## src/rtl/xlat_pkg.sv

```systemverilog
package xlat_pkg;
    localparam int VA_W  = 32;
    localparam int OFF_W = 12;
    localparam int VPN_W = VA_W - OFF_W;
    localparam int PPN_W = 20;
    localparam int PA_W  = PPN_W + OFF_W;

    typedef enum logic [1:0] {
        SZ_4K  = 2'd0,
        SZ_16K = 2'd1,
        SZ_1M  = 2'd2,
        SZ_16M = 2'd3
    } pg_size_e;

    typedef struct packed {
        logic             vld;
        logic [VPN_W-1:0] vpn;
        logic [PPN_W-1:0] ppn;
        pg_size_e         size;
    } tlb_ent_t;

    typedef enum logic [1:0] {
        PS_IDLE = 2'd0,
        PS_MAIN = 2'd1,
        PS_WALK = 2'd2,
        PS_WAIT = 2'd3
    } port_st_e;

    typedef enum logic [1:0] {
        WO_NONE = 2'd0,
        WO_INST = 2'd1,
        WO_DATA = 2'd2
    } walk_own_e;

    typedef struct packed {
        port_st_e        st;
        logic [VA_W-1:0] va;
        logic            rsp_v;
        logic [PA_W-1:0] pa;
    } port_reg_t;

    // Page-number bits that lie inside a mapping of the given size
    function automatic logic [11:0] low_mask(pg_size_e sz);
        case (sz)
            SZ_4K:   return 12'h000;
            SZ_16K:  return 12'h003;
            SZ_1M:   return 12'h0FF;
            default: return 12'hFFF;
        endcase
    endfunction

    // Frame for one 4 KB granule: upper bits from the entry, inner bits from the address
    function automatic logic [PPN_W-1:0] merge_ppn(logic [PPN_W-1:0] ppn,
                                                    logic [VPN_W-1:0] vpn,
                                                    pg_size_e sz);
        logic [PPN_W-1:0] m;
        m = PPN_W'(low_mask(sz));
        return (ppn & ~m) | (PPN_W'(vpn) & m);
    endfunction
endpackage

```

## src/rtl/xlat_tlb.sv

```systemverilog
module xlat_tlb
    import xlat_pkg::*;
#(
    parameter int ENTRIES = 4
) (
    input  logic             clk,
    input  logic             rst_n,
    input  logic             flush,
    input  logic [VPN_W-1:0] lk_vpn,
    output logic             lk_hit,
    output logic [PPN_W-1:0] lk_ppn,
    output pg_size_e         lk_size,
    input  logic             fill_en,
    input  logic [VPN_W-1:0] fill_vpn,
    input  logic [PPN_W-1:0] fill_ppn,
    input  pg_size_e         fill_size
);
    localparam int IDX_W = (ENTRIES > 1) ? $clog2(ENTRIES) : 1;

    typedef struct packed {
        tlb_ent_t [ENTRIES-1:0] ent;
        logic     [IDX_W-1:0]   rr;
    } tlb_reg_t;

    tlb_reg_t state_d, state_q;

    logic [ENTRIES-1:0] hit_vec;
    logic [ENTRIES-1:0] vld_vec;

    for (genvar g = 0; g < ENTRIES; g++) begin : g_cmp
        assign vld_vec[g] = state_q.ent[g].vld;
        assign hit_vec[g] = state_q.ent[g].vld &&
            (((state_q.ent[g].vpn ^ lk_vpn) &
              ~VPN_W'(low_mask(state_q.ent[g].size))) == '0);
    end

    // Lowest matching index wins
    always_comb begin
        tlb_ent_t sel;
        sel = '0;
        for (int k = ENTRIES - 1; k >= 0; k--) begin
            if (hit_vec[k]) sel = state_q.ent[k];
        end
        lk_hit  = |hit_vec;
        lk_ppn  = merge_ppn(sel.ppn, lk_vpn, sel.size);
        lk_size = sel.size;
    end

    always_comb begin
        state_d = state_q;
        if (flush) begin
            for (int k = 0; k < ENTRIES; k++) state_d.ent[k].vld = 1'b0;
        end else if (fill_en) begin
            state_d.ent[state_q.rr].vld  = 1'b1;
            state_d.ent[state_q.rr].vpn  = fill_vpn;
            state_d.ent[state_q.rr].ppn  = fill_ppn;
            state_d.ent[state_q.rr].size = fill_size;
            state_d.rr = (state_q.rr == IDX_W'(ENTRIES - 1)) ? '0 : state_q.rr + 1'b1;
        end
    end

    always_ff @(posedge clk or negedge rst_n) begin
        if (!rst_n) state_q <= '0;
        else        state_q <= state_d;
    end

    assert_flush_clears_R10: assert property (@(posedge clk) disable iff (!rst_n)
        flush |=> (vld_vec == '0));

    assert_fill_victim_R9: assert property (@(posedge clk) disable iff (!rst_n)
        (fill_en && !flush) |=> vld_vec[$past(state_q.rr)]);
endmodule

```

## src/rtl/xlat_port.sv

```systemverilog
module xlat_port
    import xlat_pkg::*;
#(
    parameter int MICRO_ENTRIES = 4
) (
    input  logic             clk,
    input  logic             rst_n,
    input  logic             flush,
    input  logic             req_valid,
    output logic             req_ready,
    input  logic [VA_W-1:0]  req_va,
    output logic             rsp_valid,
    output logic [PA_W-1:0]  rsp_pa,
    output logic             stall,
    output logic             want_main,
    input  logic             main_grant,
    input  logic             main_hit,
    input  logic [PPN_W-1:0] main_ppn,
    input  pg_size_e         main_size,
    output logic             want_walk,
    input  logic             walk_grant,
    input  logic             walk_done,
    input  logic [PPN_W-1:0] walk_ppn,
    input  pg_size_e         walk_size,
    output logic [VA_W-1:0]  pend_va
);
    port_reg_t state_d, state_q;

    logic [VPN_W-1:0] u_vpn;
    logic             u_hit;
    logic [PPN_W-1:0] u_ppn;
    pg_size_e         u_size;
    logic             u_fill;
    logic [PPN_W-1:0] u_fill_ppn;
    pg_size_e         u_fill_size;
    logic [PPN_W-1:0] walk_frame;

    assign u_vpn      = (state_q.st == PS_IDLE) ? req_va[VA_W-1:OFF_W] : state_q.va[VA_W-1:OFF_W];
    assign walk_frame = merge_ppn(walk_ppn, state_q.va[VA_W-1:OFF_W], walk_size);

    xlat_tlb #(.ENTRIES(MICRO_ENTRIES)) u_micro (
        .clk       (clk),
        .rst_n     (rst_n),
        .flush     (flush),
        .lk_vpn    (u_vpn),
        .lk_hit    (u_hit),
        .lk_ppn    (u_ppn),
        .lk_size   (u_size),
        .fill_en   (u_fill),
        .fill_vpn  (state_q.va[VA_W-1:OFF_W]),
        .fill_ppn  (u_fill_ppn),
        .fill_size (u_fill_size)
    );

    always_comb begin
        state_d       = state_q;
        state_d.rsp_v = 1'b0;
        u_fill        = 1'b0;
        u_fill_ppn    = main_ppn;
        u_fill_size   = main_size;
        case (state_q.st)
            PS_IDLE: begin
                if (req_valid) begin
                    if (u_hit) begin
                        state_d.rsp_v = 1'b1;
                        state_d.pa    = {u_ppn, req_va[OFF_W-1:0]};
                    end else begin
                        state_d.st = PS_MAIN;
                        state_d.va = req_va;
                    end
                end
            end
            PS_MAIN: begin
                if (main_grant) begin
                    if (main_hit) begin
                        u_fill        = 1'b1;
                        state_d.rsp_v = 1'b1;
                        state_d.pa    = {main_ppn, state_q.va[OFF_W-1:0]};
                        state_d.st    = PS_IDLE;
                    end else begin
                        state_d.st = PS_WALK;
                    end
                end
            end
            PS_WALK: begin
                if (walk_grant) state_d.st = PS_WAIT;
            end
            default: begin
                if (walk_done) begin
                    u_fill        = 1'b1;
                    u_fill_ppn    = walk_frame;
                    u_fill_size   = walk_size;
                    state_d.rsp_v = 1'b1;
                    state_d.pa    = {walk_frame, state_q.va[OFF_W-1:0]};
                    state_d.st    = PS_IDLE;
                end
            end
        endcase
    end

    always_ff @(posedge clk or negedge rst_n) begin
        if (!rst_n) state_q <= '0;
        else        state_q <= state_d;
    end

    assign req_ready = (state_q.st == PS_IDLE);
    assign stall     = (state_q.st != PS_IDLE);
    assign want_main = (state_q.st == PS_MAIN);
    assign want_walk = (state_q.st == PS_WALK);
    assign rsp_valid = state_q.rsp_v;
    assign rsp_pa    = state_q.pa;
    assign pend_va   = state_q.va;

    assert_micro_hit_rsp_R2: assert property (@(posedge clk) disable iff (!rst_n)
        (req_valid && req_ready && u_hit) |=> (rsp_valid && req_ready));

    assert_miss_stalls_R7: assert property (@(posedge clk) disable iff (!rst_n)
        (req_valid && req_ready && !u_hit) |=> (stall && !rsp_valid));

    assert_main_hit_rsp_R3: assert property (@(posedge clk) disable iff (!rst_n)
        (want_main && main_grant && main_hit) |=> (rsp_valid && req_ready));

    assert_walk_done_rsp_R4: assert property (@(posedge clk) disable iff (!rst_n)
        (state_q.st == PS_WAIT && walk_done) |=> (rsp_valid && !stall));
endmodule

```

## src/rtl/xlat_hier_ctrl.sv

```systemverilog
module xlat_hier_ctrl
    import xlat_pkg::*;
#(
    parameter int MICRO_ENTRIES = 4,
    parameter int MAIN_ENTRIES  = 8
) (
    input  logic        clk,
    input  logic        rst_n,
    input  logic        flush,
    input  logic        i_req_valid,
    output logic        i_req_ready,
    input  logic [31:0] i_req_va,
    output logic        i_rsp_valid,
    output logic [31:0] i_rsp_pa,
    output logic        i_stall,
    input  logic        d_req_valid,
    output logic        d_req_ready,
    input  logic [31:0] d_req_va,
    output logic        d_rsp_valid,
    output logic [31:0] d_rsp_pa,
    output logic        d_stall,
    output logic        walk_req_valid,
    output logic [31:0] walk_req_va,
    input  logic        walk_rsp_valid,
    input  logic [19:0] walk_rsp_ppn,
    input  logic [1:0]  walk_rsp_size
);
    typedef struct packed {
        walk_own_e own;
    } top_reg_t;

    top_reg_t state_d, state_q;

    logic             i_want_main, d_want_main, i_want_walk, d_want_walk;
    logic             i_main_grant, d_main_grant;
    logic             i_walk_grant, d_walk_grant;
    logic             i_walk_done, d_walk_done;
    logic [VA_W-1:0]  i_pend_va, d_pend_va;
    logic [VPN_W-1:0] m_vpn;
    logic             m_hit;
    logic [PPN_W-1:0] m_ppn;
    pg_size_e         m_size;
    logic             m_fill;
    logic [VPN_W-1:0] m_fill_vpn;
    pg_size_e         rsp_size;

    assign rsp_size = pg_size_e'(walk_rsp_size);

    // Main TLB arbitration: data side first
    assign d_main_grant = d_want_main;
    assign i_main_grant = i_want_main && !d_want_main;
    assign m_vpn        = d_want_main ? d_pend_va[VA_W-1:OFF_W] : i_pend_va[VA_W-1:OFF_W];

    // Walker arbitration: data side first, one walk at a time
    assign d_walk_grant = (state_q.own == WO_NONE) && d_want_walk;
    assign i_walk_grant = (state_q.own == WO_NONE) && !d_want_walk && i_want_walk;
    assign d_walk_done  = (state_q.own == WO_DATA) && walk_rsp_valid;
    assign i_walk_done  = (state_q.own == WO_INST) && walk_rsp_valid;

    assign walk_req_valid = (state_q.own != WO_NONE);
    assign walk_req_va    = (state_q.own == WO_DATA) ? d_pend_va : i_pend_va;
    assign m_fill         = walk_req_valid && walk_rsp_valid;
    assign m_fill_vpn     = walk_req_va[VA_W-1:OFF_W];

    always_comb begin
        state_d = state_q;
        if (state_q.own == WO_NONE) begin
            if (d_want_walk)      state_d.own = WO_DATA;
            else if (i_want_walk) state_d.own = WO_INST;
        end else if (walk_rsp_valid) begin
            state_d.own = WO_NONE;
        end
    end

    always_ff @(posedge clk or negedge rst_n) begin
        if (!rst_n) state_q <= '0;
        else        state_q <= state_d;
    end

    xlat_tlb #(.ENTRIES(MAIN_ENTRIES)) u_main (
        .clk       (clk),
        .rst_n     (rst_n),
        .flush     (flush),
        .lk_vpn    (m_vpn),
        .lk_hit    (m_hit),
        .lk_ppn    (m_ppn),
        .lk_size   (m_size),
        .fill_en   (m_fill),
        .fill_vpn  (m_fill_vpn),
        .fill_ppn  (walk_rsp_ppn),
        .fill_size (rsp_size)
    );

    xlat_port #(.MICRO_ENTRIES(MICRO_ENTRIES)) u_iport (
        .clk        (clk),
        .rst_n      (rst_n),
        .flush      (flush),
        .req_valid  (i_req_valid),
        .req_ready  (i_req_ready),
        .req_va     (i_req_va),
        .rsp_valid  (i_rsp_valid),
        .rsp_pa     (i_rsp_pa),
        .stall      (i_stall),
        .want_main  (i_want_main),
        .main_grant (i_main_grant),
        .main_hit   (m_hit),
        .main_ppn   (m_ppn),
        .main_size  (m_size),
        .want_walk  (i_want_walk),
        .walk_grant (i_walk_grant),
        .walk_done  (i_walk_done),
        .walk_ppn   (walk_rsp_ppn),
        .walk_size  (rsp_size),
        .pend_va    (i_pend_va)
    );

    xlat_port #(.MICRO_ENTRIES(MICRO_ENTRIES)) u_dport (
        .clk        (clk),
        .rst_n      (rst_n),
        .flush      (flush),
        .req_valid  (d_req_valid),
        .req_ready  (d_req_ready),
        .req_va     (d_req_va),
        .rsp_valid  (d_rsp_valid),
        .rsp_pa     (d_rsp_pa),
        .stall      (d_stall),
        .want_main  (d_want_main),
        .main_grant (d_main_grant),
        .main_hit   (m_hit),
        .main_ppn   (m_ppn),
        .main_size  (m_size),
        .want_walk  (d_want_walk),
        .walk_grant (d_walk_grant),
        .walk_done  (d_walk_done),
        .walk_ppn   (walk_rsp_ppn),
        .walk_size  (rsp_size),
        .pend_va    (d_pend_va)
    );

    assert_main_data_first_R8: assert property (@(posedge clk) disable iff (!rst_n)
        d_want_main |-> !i_main_grant);

    assert_walk_data_first_R8: assert property (@(posedge clk) disable iff (!rst_n)
        (state_q.own == WO_NONE && d_want_walk && i_want_walk) |=>
        (walk_req_valid && walk_req_va == $past(d_pend_va)));

    assert_walk_hold_R11: assert property (@(posedge clk) disable iff (!rst_n)
        (walk_req_valid && !walk_rsp_valid) |=> (walk_req_valid && $stable(walk_req_va)));

    assert_walk_only_on_miss_R4: assert property (@(posedge clk) disable iff (!rst_n)
        $rose(walk_req_valid) |-> $past(!m_hit && (d_want_main || i_want_main)) || $past(d_want_walk || i_want_walk));
endmodule

```

## config.mk

```make
export PLATFORM = sky130hd
export DESIGN_NAME = xlat_hier_ctrl
export DESIGN_NICKNAME = d
export VERILOG_FILES = /design/src/rtl/xlat_pkg.sv /design/src/rtl/xlat_tlb.sv /design/src/rtl/xlat_port.sv /design/src/rtl/xlat_hier_ctrl.sv
export SDC_FILE = /design/constraint.sdc
export NUM_CORES = 2
export LEC_CHECK = 0
export ABC_AREA = 0
export BUFFER_PORTS_ARGS = -buffer_cell sky130_fd_sc_hd__clkbuf_2
export CORE_ASPECT_RATIO = 1.4
export CORE_MARGIN = 8
export CORE_UTILIZATION = 55
export CTS_CLUSTER_DIAMETER = 100
export DETAILED_ROUTE_END_ITERATION = 10
export MAX_ROUTING_LAYER = met4
export PLACE_DENSITY_LB_ADDON = 0.15
export SLEW_MARGIN = 20
export SYNTH_ARGS = -nofsm -noshare
export SYNTH_HDL_FRONTEND = slang
export SYNTH_SLANG_ARGS = --single-unit
```

## constraint.sdc

```tcl
create_clock -name clk -period 6.6 [get_ports clk]
set_input_delay 0.66 -clock clk [delete_from_list [all_inputs] [get_ports clk]]
set_output_delay 0.66 -clock clk [all_outputs]
set_load 0.01 [all_outputs]
```

# Yosys cells after proc, flatten, opt, wreduce, memory -nomap -nowiden
# Index checks and enable logic that the tools add are counted.
# W data, S select, Z words.
[op_classes] add_sub_neg=3 magnitude_cmp=6 eq_ne=61 mux=137 bitwise=71 n_reduce_logical=95
[ops] cell="$bwmux W172" count=8
[ops] cell="$bwmux W344" count=4
[ops] cell="$pmux W12 S3" count=20
[ops] cell="$demux W43 S2" count=8
[ops] cell="$demux W43 S3" count=4
[ops] cell="$mux W22" count=19
[ops] cell="$and A20 B20 Y20" count=20
[ops] cell="$not A12 Y20" count=20
[ops] cell="$mux W174" count=2
[ops] cell="$mux W347" count=1
[ops] cell="$logic_not A20 Y1" count=16
[ops] cell="$xor A20 B20 Y20" count=16
[ops] cell="$mux W33" count=7
[ops] cell="$pmux W33 S3" count=2
[ops] cell="$mux W20" count=7
[ops] cell="$mux W67" count=2
[ops] cell="$mux W43" count=3
[ops] cell="$mux W42" count=3
[ops] cell="$and A20 B12 Y20" count=5
[ops] cell="$or A20 B20 Y20" count=5
[ops] cell="$mux W34" count=2
[ops] cell="$eq A2 B2 Y1 const B" count=25
[ops] cell="$eq A2 B1 Y1 const B" count=23
[ops] cell="$logic_not A2 Y1" count=23
[ops] cell="other kinds (31)" count=128
[word_totals] register_bits=831 in_bits=92 out_inout_bits=103

# Longest topological paths before layout
[logic_depth] depth_word=25 depth_mapped=19 mapped_depth_nobuf=13

# By module
# A second synthesis with hierarchy kept.
[unflattened] hier_cells=3544 hier_area_um2=42968.7
[modules_own_cells] mod="xlat_tlb at u_main" instances=1 cells_each=1345 area_per_inst_um2=16978.8
[modules_own_cells] mod="xlat_tlb at u_iport.u_micro" instances=1 cells_each=666 area_per_inst_um2=8408.1
[modules_own_cells] mod="xlat_tlb at u_dport.u_micro" instances=1 cells_each=656 area_per_inst_um2=8366.8
[modules_own_cells] mod="xlat_port" instances=2 cells_each=402 area_per_inst_um2=4156.5
[modules_own_cells] mod="xlat_hier_ctrl" instances=1 cells_each=73 area_per_inst_um2=902.1

# Worst setup path before layout
# Ideal clock, no wire load.
[synth_timing] kind="flip-flop to flip-flop" from="register u_iport.state_q[66] (netlist bit)" to="register u_iport.state_q (netlist bit u_iport.pend_va[0])" setup_time_ns=0.125 arrival_time_ns=4.224 required_ns=6.475 slack_ns=2.251 path_stages_with_launch=15 path_buffers=4 period_less_slack_ns=4.349 cell_sequence="dfrtp_1 > inv_1 > ha_1 > buf_2 > buf_1 > mux2i_1 > xnor2_1 > nor2_1 > a41o_1 > and2_0 > a2111oi_0 > nor2b_1 > clkbuf_1 > buf_2 > mux2_2"
[synth_via] elab_chain_cells=9 elab_cells_between_ends=21
[synth_lines] element="start: declaration" line_no="xlat_port.sv:27" rtl="port_reg_t state_d, state_q;"
[synth_lines] element="start signal: assignment" line_no="xlat_port.sv:103" rtl="else state_q <= state_d;"
[synth_lines] element="$logic_not A2 Y1 (*)"
[synth_lines] element="net i_req_ready" line_no="xlat_hier_ctrl.sv:11" rtl="output logic i_req_ready,"
[synth_lines] element="$mux W20" line_no="xlat_port.sv:38" rtl="assign u_vpn = (state_q.st == PS_IDLE) ? req_va[VA_W-1:OFF_W] : state_q.va[VA_W-1:OFF_W];"
[synth_lines] element="$xor A20 B20 Y20" line_no="xlat_tlb.sv:33" rtl="(((state_q.ent[g].vpn ^ lk_vpn) &"
[synth_lines] element="$and A20 B20 Y20" line_no="xlat_tlb.sv:33"
[synth_lines] element="$logic_not A20 Y1" line_no="xlat_tlb.sv:33"
[synth_lines] element="$logic_and A1 B1 Y1" line_no="xlat_tlb.sv:32" rtl="assign hit_vec[g] = state_q.ent[g].vld &&"
[synth_lines] element="$reduce_or A4 Y1" line_no="xlat_tlb.sv:44" rtl="lk_hit = |hit_vec;"
[synth_lines] element="$not A1 Y1 (no line)"
[synth_lines] element="$reduce_and A3 Y1 (no line) (*)"
# The timed path passes the listed nets; every way through them passes the cells marked *.
# A chain may end at the register's enable or synchronous reset.

# Final worst setup path
[layout_timing] from="register u_dport.state_q[66] (netlist bit)" to="register u_iport.u_micro.state_q[95] (netlist bit)"
[layout_via] elab_chain_cells=23 elab_cells_between_ends=61
[layout_lines] element="start: declaration" line_no="xlat_port.sv:27"
[layout_lines] element="start signal: assignment" line_no="xlat_port.sv:103"
[layout_lines] element="$eq A2 B1 Y1 (*)" line_no="xlat_port.sv:108" rtl="assign want_main = (state_q.st == PS_MAIN);"
[layout_lines] element="$mux W20" line_no="xlat_hier_ctrl.sv:52" rtl="assign m_vpn = d_want_main ? d_pend_va[VA_W-1:OFF_W] : i_pend_va[VA_W-1:OFF_W];"
[layout_lines] element="$xor A20 B20 Y20" line_no="xlat_tlb.sv:33"
[layout_lines] element="$and A20 B20 Y20" line_no="xlat_tlb.sv:33"
[layout_lines] element="$logic_not A20 Y1" line_no="xlat_tlb.sv:33"
[layout_lines] element="$logic_and A1 B1 Y1" line_no="xlat_tlb.sv:32"
[layout_lines] element="$mux W22 (8 in series)" line_no="xlat_tlb.sv:42" rtl="if (hit_vec[k]) sel = state_q.ent[k];"
[layout_lines] element="$eq A2 B2 Y1 (tied with other cells)" line_no="xlat_pkg.sv:44" rtl="case (sz)"
[layout_lines] element="$pmux W12 S3" line_no="xlat_pkg.sv:44"
[layout_lines] element="$not A12 Y20" line_no="xlat_pkg.sv:58" rtl="return (ppn & ~m) | (PPN_W'(vpn) & m);"
[layout_lines] element="$and A20 B20 Y20" line_no="xlat_pkg.sv:58"
[layout_lines] element="$or A20 B20 Y20" line_no="xlat_pkg.sv:58"
[layout_lines] element="$mux W20" line_no="xlat_port.sv:89" rtl="if (walk_done) begin"
[layout_lines] element="$mux W20" line_no="xlat_port.sv:61" rtl="case (state_q.st)"
[layout_lines] element="$bwmux W172" line_no="xlat_tlb.sv:56" rtl="state_d.ent[state_q.rr].ppn = fill_ppn;"
[layout_lines] element="$bwmux W172" line_no="xlat_tlb.sv:57" rtl="state_d.ent[state_q.rr].size = fill_size;"
[layout_lines] element="end signal: assignment" line_no="xlat_tlb.sv:64" rtl="else state_q <= state_d;"
[layout_lines] element="end: declaration" line_no="xlat_tlb.sv:25" rtl="tlb_reg_t state_d, state_q;"
# Every way passes the cells marked *; elsewhere a longest branch is shown, timed or not.

==> results.cfg <==
[sta]
rsz0062_at_grt = false
slew_violations = 0
tns_ns = 0
hold_viol_final = 0
fmax_mhz = 164
finalSetupViolCount = 0
worst_clock_skew_ns = 0.0339
whs_ns = 0.0488
min_period_ns = 6.11
maxSlewHeadroom = 0.214
min_period_over_period = 0.925
worst_slew_pin_slew_ns = 1.15

[synthesis]
ys_dominant_reg_cell = dfrtp_1
async_flop_share = 1.00
synth.largest_area_cell = dfrtp_1
synth_cell_types = 90
syn_area_per_cell_um2 = 10.6
synthDominantCellAreaShare = 0.493
synth_edf_count = 0
ys_seq_elements = 831
synth_seq_area_share = 0.493
netlist_area_mm2 = 0.0422
yosys_warnings = 0
synthCells = 3994
synth_area_leaders = dfrtp_1, mux2_2, xnor2_1
synthesis.nets = 4105

[cells_and_area]
area_delta_synth_final_pct = 11.5
final_cell_mix = dfrtp_1, mux2_2, nand2_1, nor2_1, o21ai_0
nets = 4188
layout_commonest_cell = dfrtp_1
fill_cells = 6451
utilization = 0.616
drive_above_1_share = 0.241

[grt]
gr-usage-all-layers = 0.314
grt_pass1_wl_um = 201000
antenna_found_initial = 2
grt_overflow = 0
grt_pass1_vias = 31900
grt_max_degree = 137

[floorplan]
fp.dieW_um = 250
num_rows = 120
die_h_um = 344
io_pins = 195
core_area_mm2 = 0.0763
initial_core_util = 0.553
dieArea_mm2 = 0.0859

[cts]
htree_num_levels = 3
cts.clk_slew.worst_paths_ns = 0.06
post_cts_resized = 0
cts_tree = yes
cts_sinks = 831
ctsRootBufferMaster = clkbuf_16
cts_buffers = 83
clockBufferDepth = 3
cts_setup_buffers = 0
worstSkewPairLatency_ns = 0.67
cts_hold_buf = 0

[critical_path]
slowest_delay_ns = 0.81
cp_cell_sequence = inv_1 > ha_1 > mux2i_2 > xnor2_1 > o41ai_2 > nand4b_2 > or2_1 > a41o_1 > a21oi_1 > o21a_1 > buf_4 > mux2i_1 > nor2_1 > o31ai_1
crit_buf_inv = 2
worst-path-max-fanout = 20
critPathLaunch = u_dport.state_q[66]
reg2reg_from = u_dport.state_q[66]
endpoint_kind = flop
reg2reg_slack_ns = 0.49
r2r.worst_path.cells = 14
cp-start-kind = flop
critical_path_required_ns = 7.14
r2r-end = u_iport.u_micro.state_q[95]
cp.arrival_ns = 6.65
path_class = reg2reg
crit_family = compound AO/OA/AOI/OAI gates
slowest_stage = o21a_1

[outcome]
status = completed

[power_and_ir_drop]
powerDensity_mw_per_mm2 = 455
ir_drop_mv = 0.290
total_power_mw = 21.4
power_leakage_nw = 21.4

[run]
maxCapViolations = 0

[placement]
dpl.hpwl_um = 93200
port_buffers = 194
gp_congestion = 0.984

[detailed_routing]
num_vias = 32000
first_iter_violations = 2734
ant_nets = 0
drt-pass1-iter-count = 5
wl_per_cell_um = 25.8
via_per_inst = 6.25
drt-total-wl_um = 132000
drc = 0

[min_path]
hold_path.class = in2async
[state kept, by name, indices dropped and copies added (netlist names)]
register                 count
state_q                      2
u_iport.rsp_valid            1
u_main.state_q             347
u_iport.state_q              2
u_dport.pend_va             32
u_iport.u_micro.state_q    174
u_iport.rsp_pa              32
u_iport.pend_va             32
u_dport.rsp_pa              32
u_dport.u_micro.state_q    174
u_dport.rsp_valid            1
u_dport.state_q              2
[worst register-to-register path: cells and delay by family, from the launching register on]
family,cells,cell delay [ns]
buf+inv,2,0.43
fa+ha+maj,1,0.76
xor+xnor,1,0.18
flops,1,0.46
simple gates,3,0.88
compound gates,5,1.97
mux,2,1.32
[report_power, final]
group	switching (mW)	internal [mW]	leakage, nW
sequential	1.36	6.58	11.0
clock	2.05	2.93	1.40
combinational	4.88	3.58	9.00
[cell usage after synthesis, drive strengths merged (11+ instances only)]
library cell and instances:
buf 141, ha 19, a221o 22, nand3 46, xnor2 267, inv 67, nor3 50, mux2 429
a211oi 21, clkbuf 208, a221oi 54, o221ai 11, a311oi 21, nor2 303, dfrtp 831, nand4 18
a22o 36, and4 11, and2 18, nand2 415, o211ai 30, and3 15, a22oi 11, or3 11
nor2b 19, o22ai 17, nor4 51, a21o 24, or2 11, a31oi 25, o21ai 273, xor2 52
a21oi 169, o31ai 53, mux2i 102, o41ai 14
[routing by layer]
| layer | up-vias | global-route usage | routed length (um) |
|---|---|---|---|
| li1 | 14200 | - | - |
| met1 | 16200 | 0.388 | 52800 |
| met2 | 1233 | 0.503 | 62800 |
| met3 | 341 | 0.0444 | 8750 |
| met4 | 0 | 0.161 | 7510 |
| met5 | - | - | 0 |
[logic make-up after synthesis]
kind of cell	synth area share
xor+xnor	0.0663
compound gates	0.138
flops	0.493
buf+inv	0.0454
mux	0.144
simple gates	0.108
fa+ha+maj	0.00564
[per-stage QoR]
stage                     std cells  worst slack [ns]  area, um2
final                          5116             0.495      47000
after detailed placement       4968             0.595      44200
after global routing           5116             0.217      47000
after floorplan                3994              2.25      42200
after CTS                      5115             0.581      47000
after global placement         4968             0.777      44100
[area by class of cell]
| class | count | area (um2) | share of cell area |
|---|---|---|---|
| diodes | 1 | 2.50 | 0.0000532 |
| clock buffers | 122 | 2540 | 0.0540 |
| clock inverters | 25 | 324 | 0.00689 |
| inverters | 67 | 251 | 0.00535 |
| multi-input cells | 2747 | 19600 | 0.417 |
| flip-flops and latches | 831 | 20800 | 0.442 |
| well taps | 976 | 1220 | 0.0260 |
| repair buffers | 347 | 2280 | 0.0485 |
[how the worst max path moves through the flow]
stage,end,slack [ns],cells after the start
2_1_floorplan,u_iport.pend_va[0],2.25,14
3_3_place_gp,u_iport.u_micro.state_q[95],0.78,15
6_report,u_iport.u_micro.state_q[95],0.49,14
4_1_cts,u_iport.u_micro.state_q[95],0.58,14
5_1_grt,u_iport.u_micro.state_q[52],0.22,14
3_5_place_dp,u_iport.u_micro.state_q[95],0.59,14
Note: power is estimated with default switching activity, not from simulation.
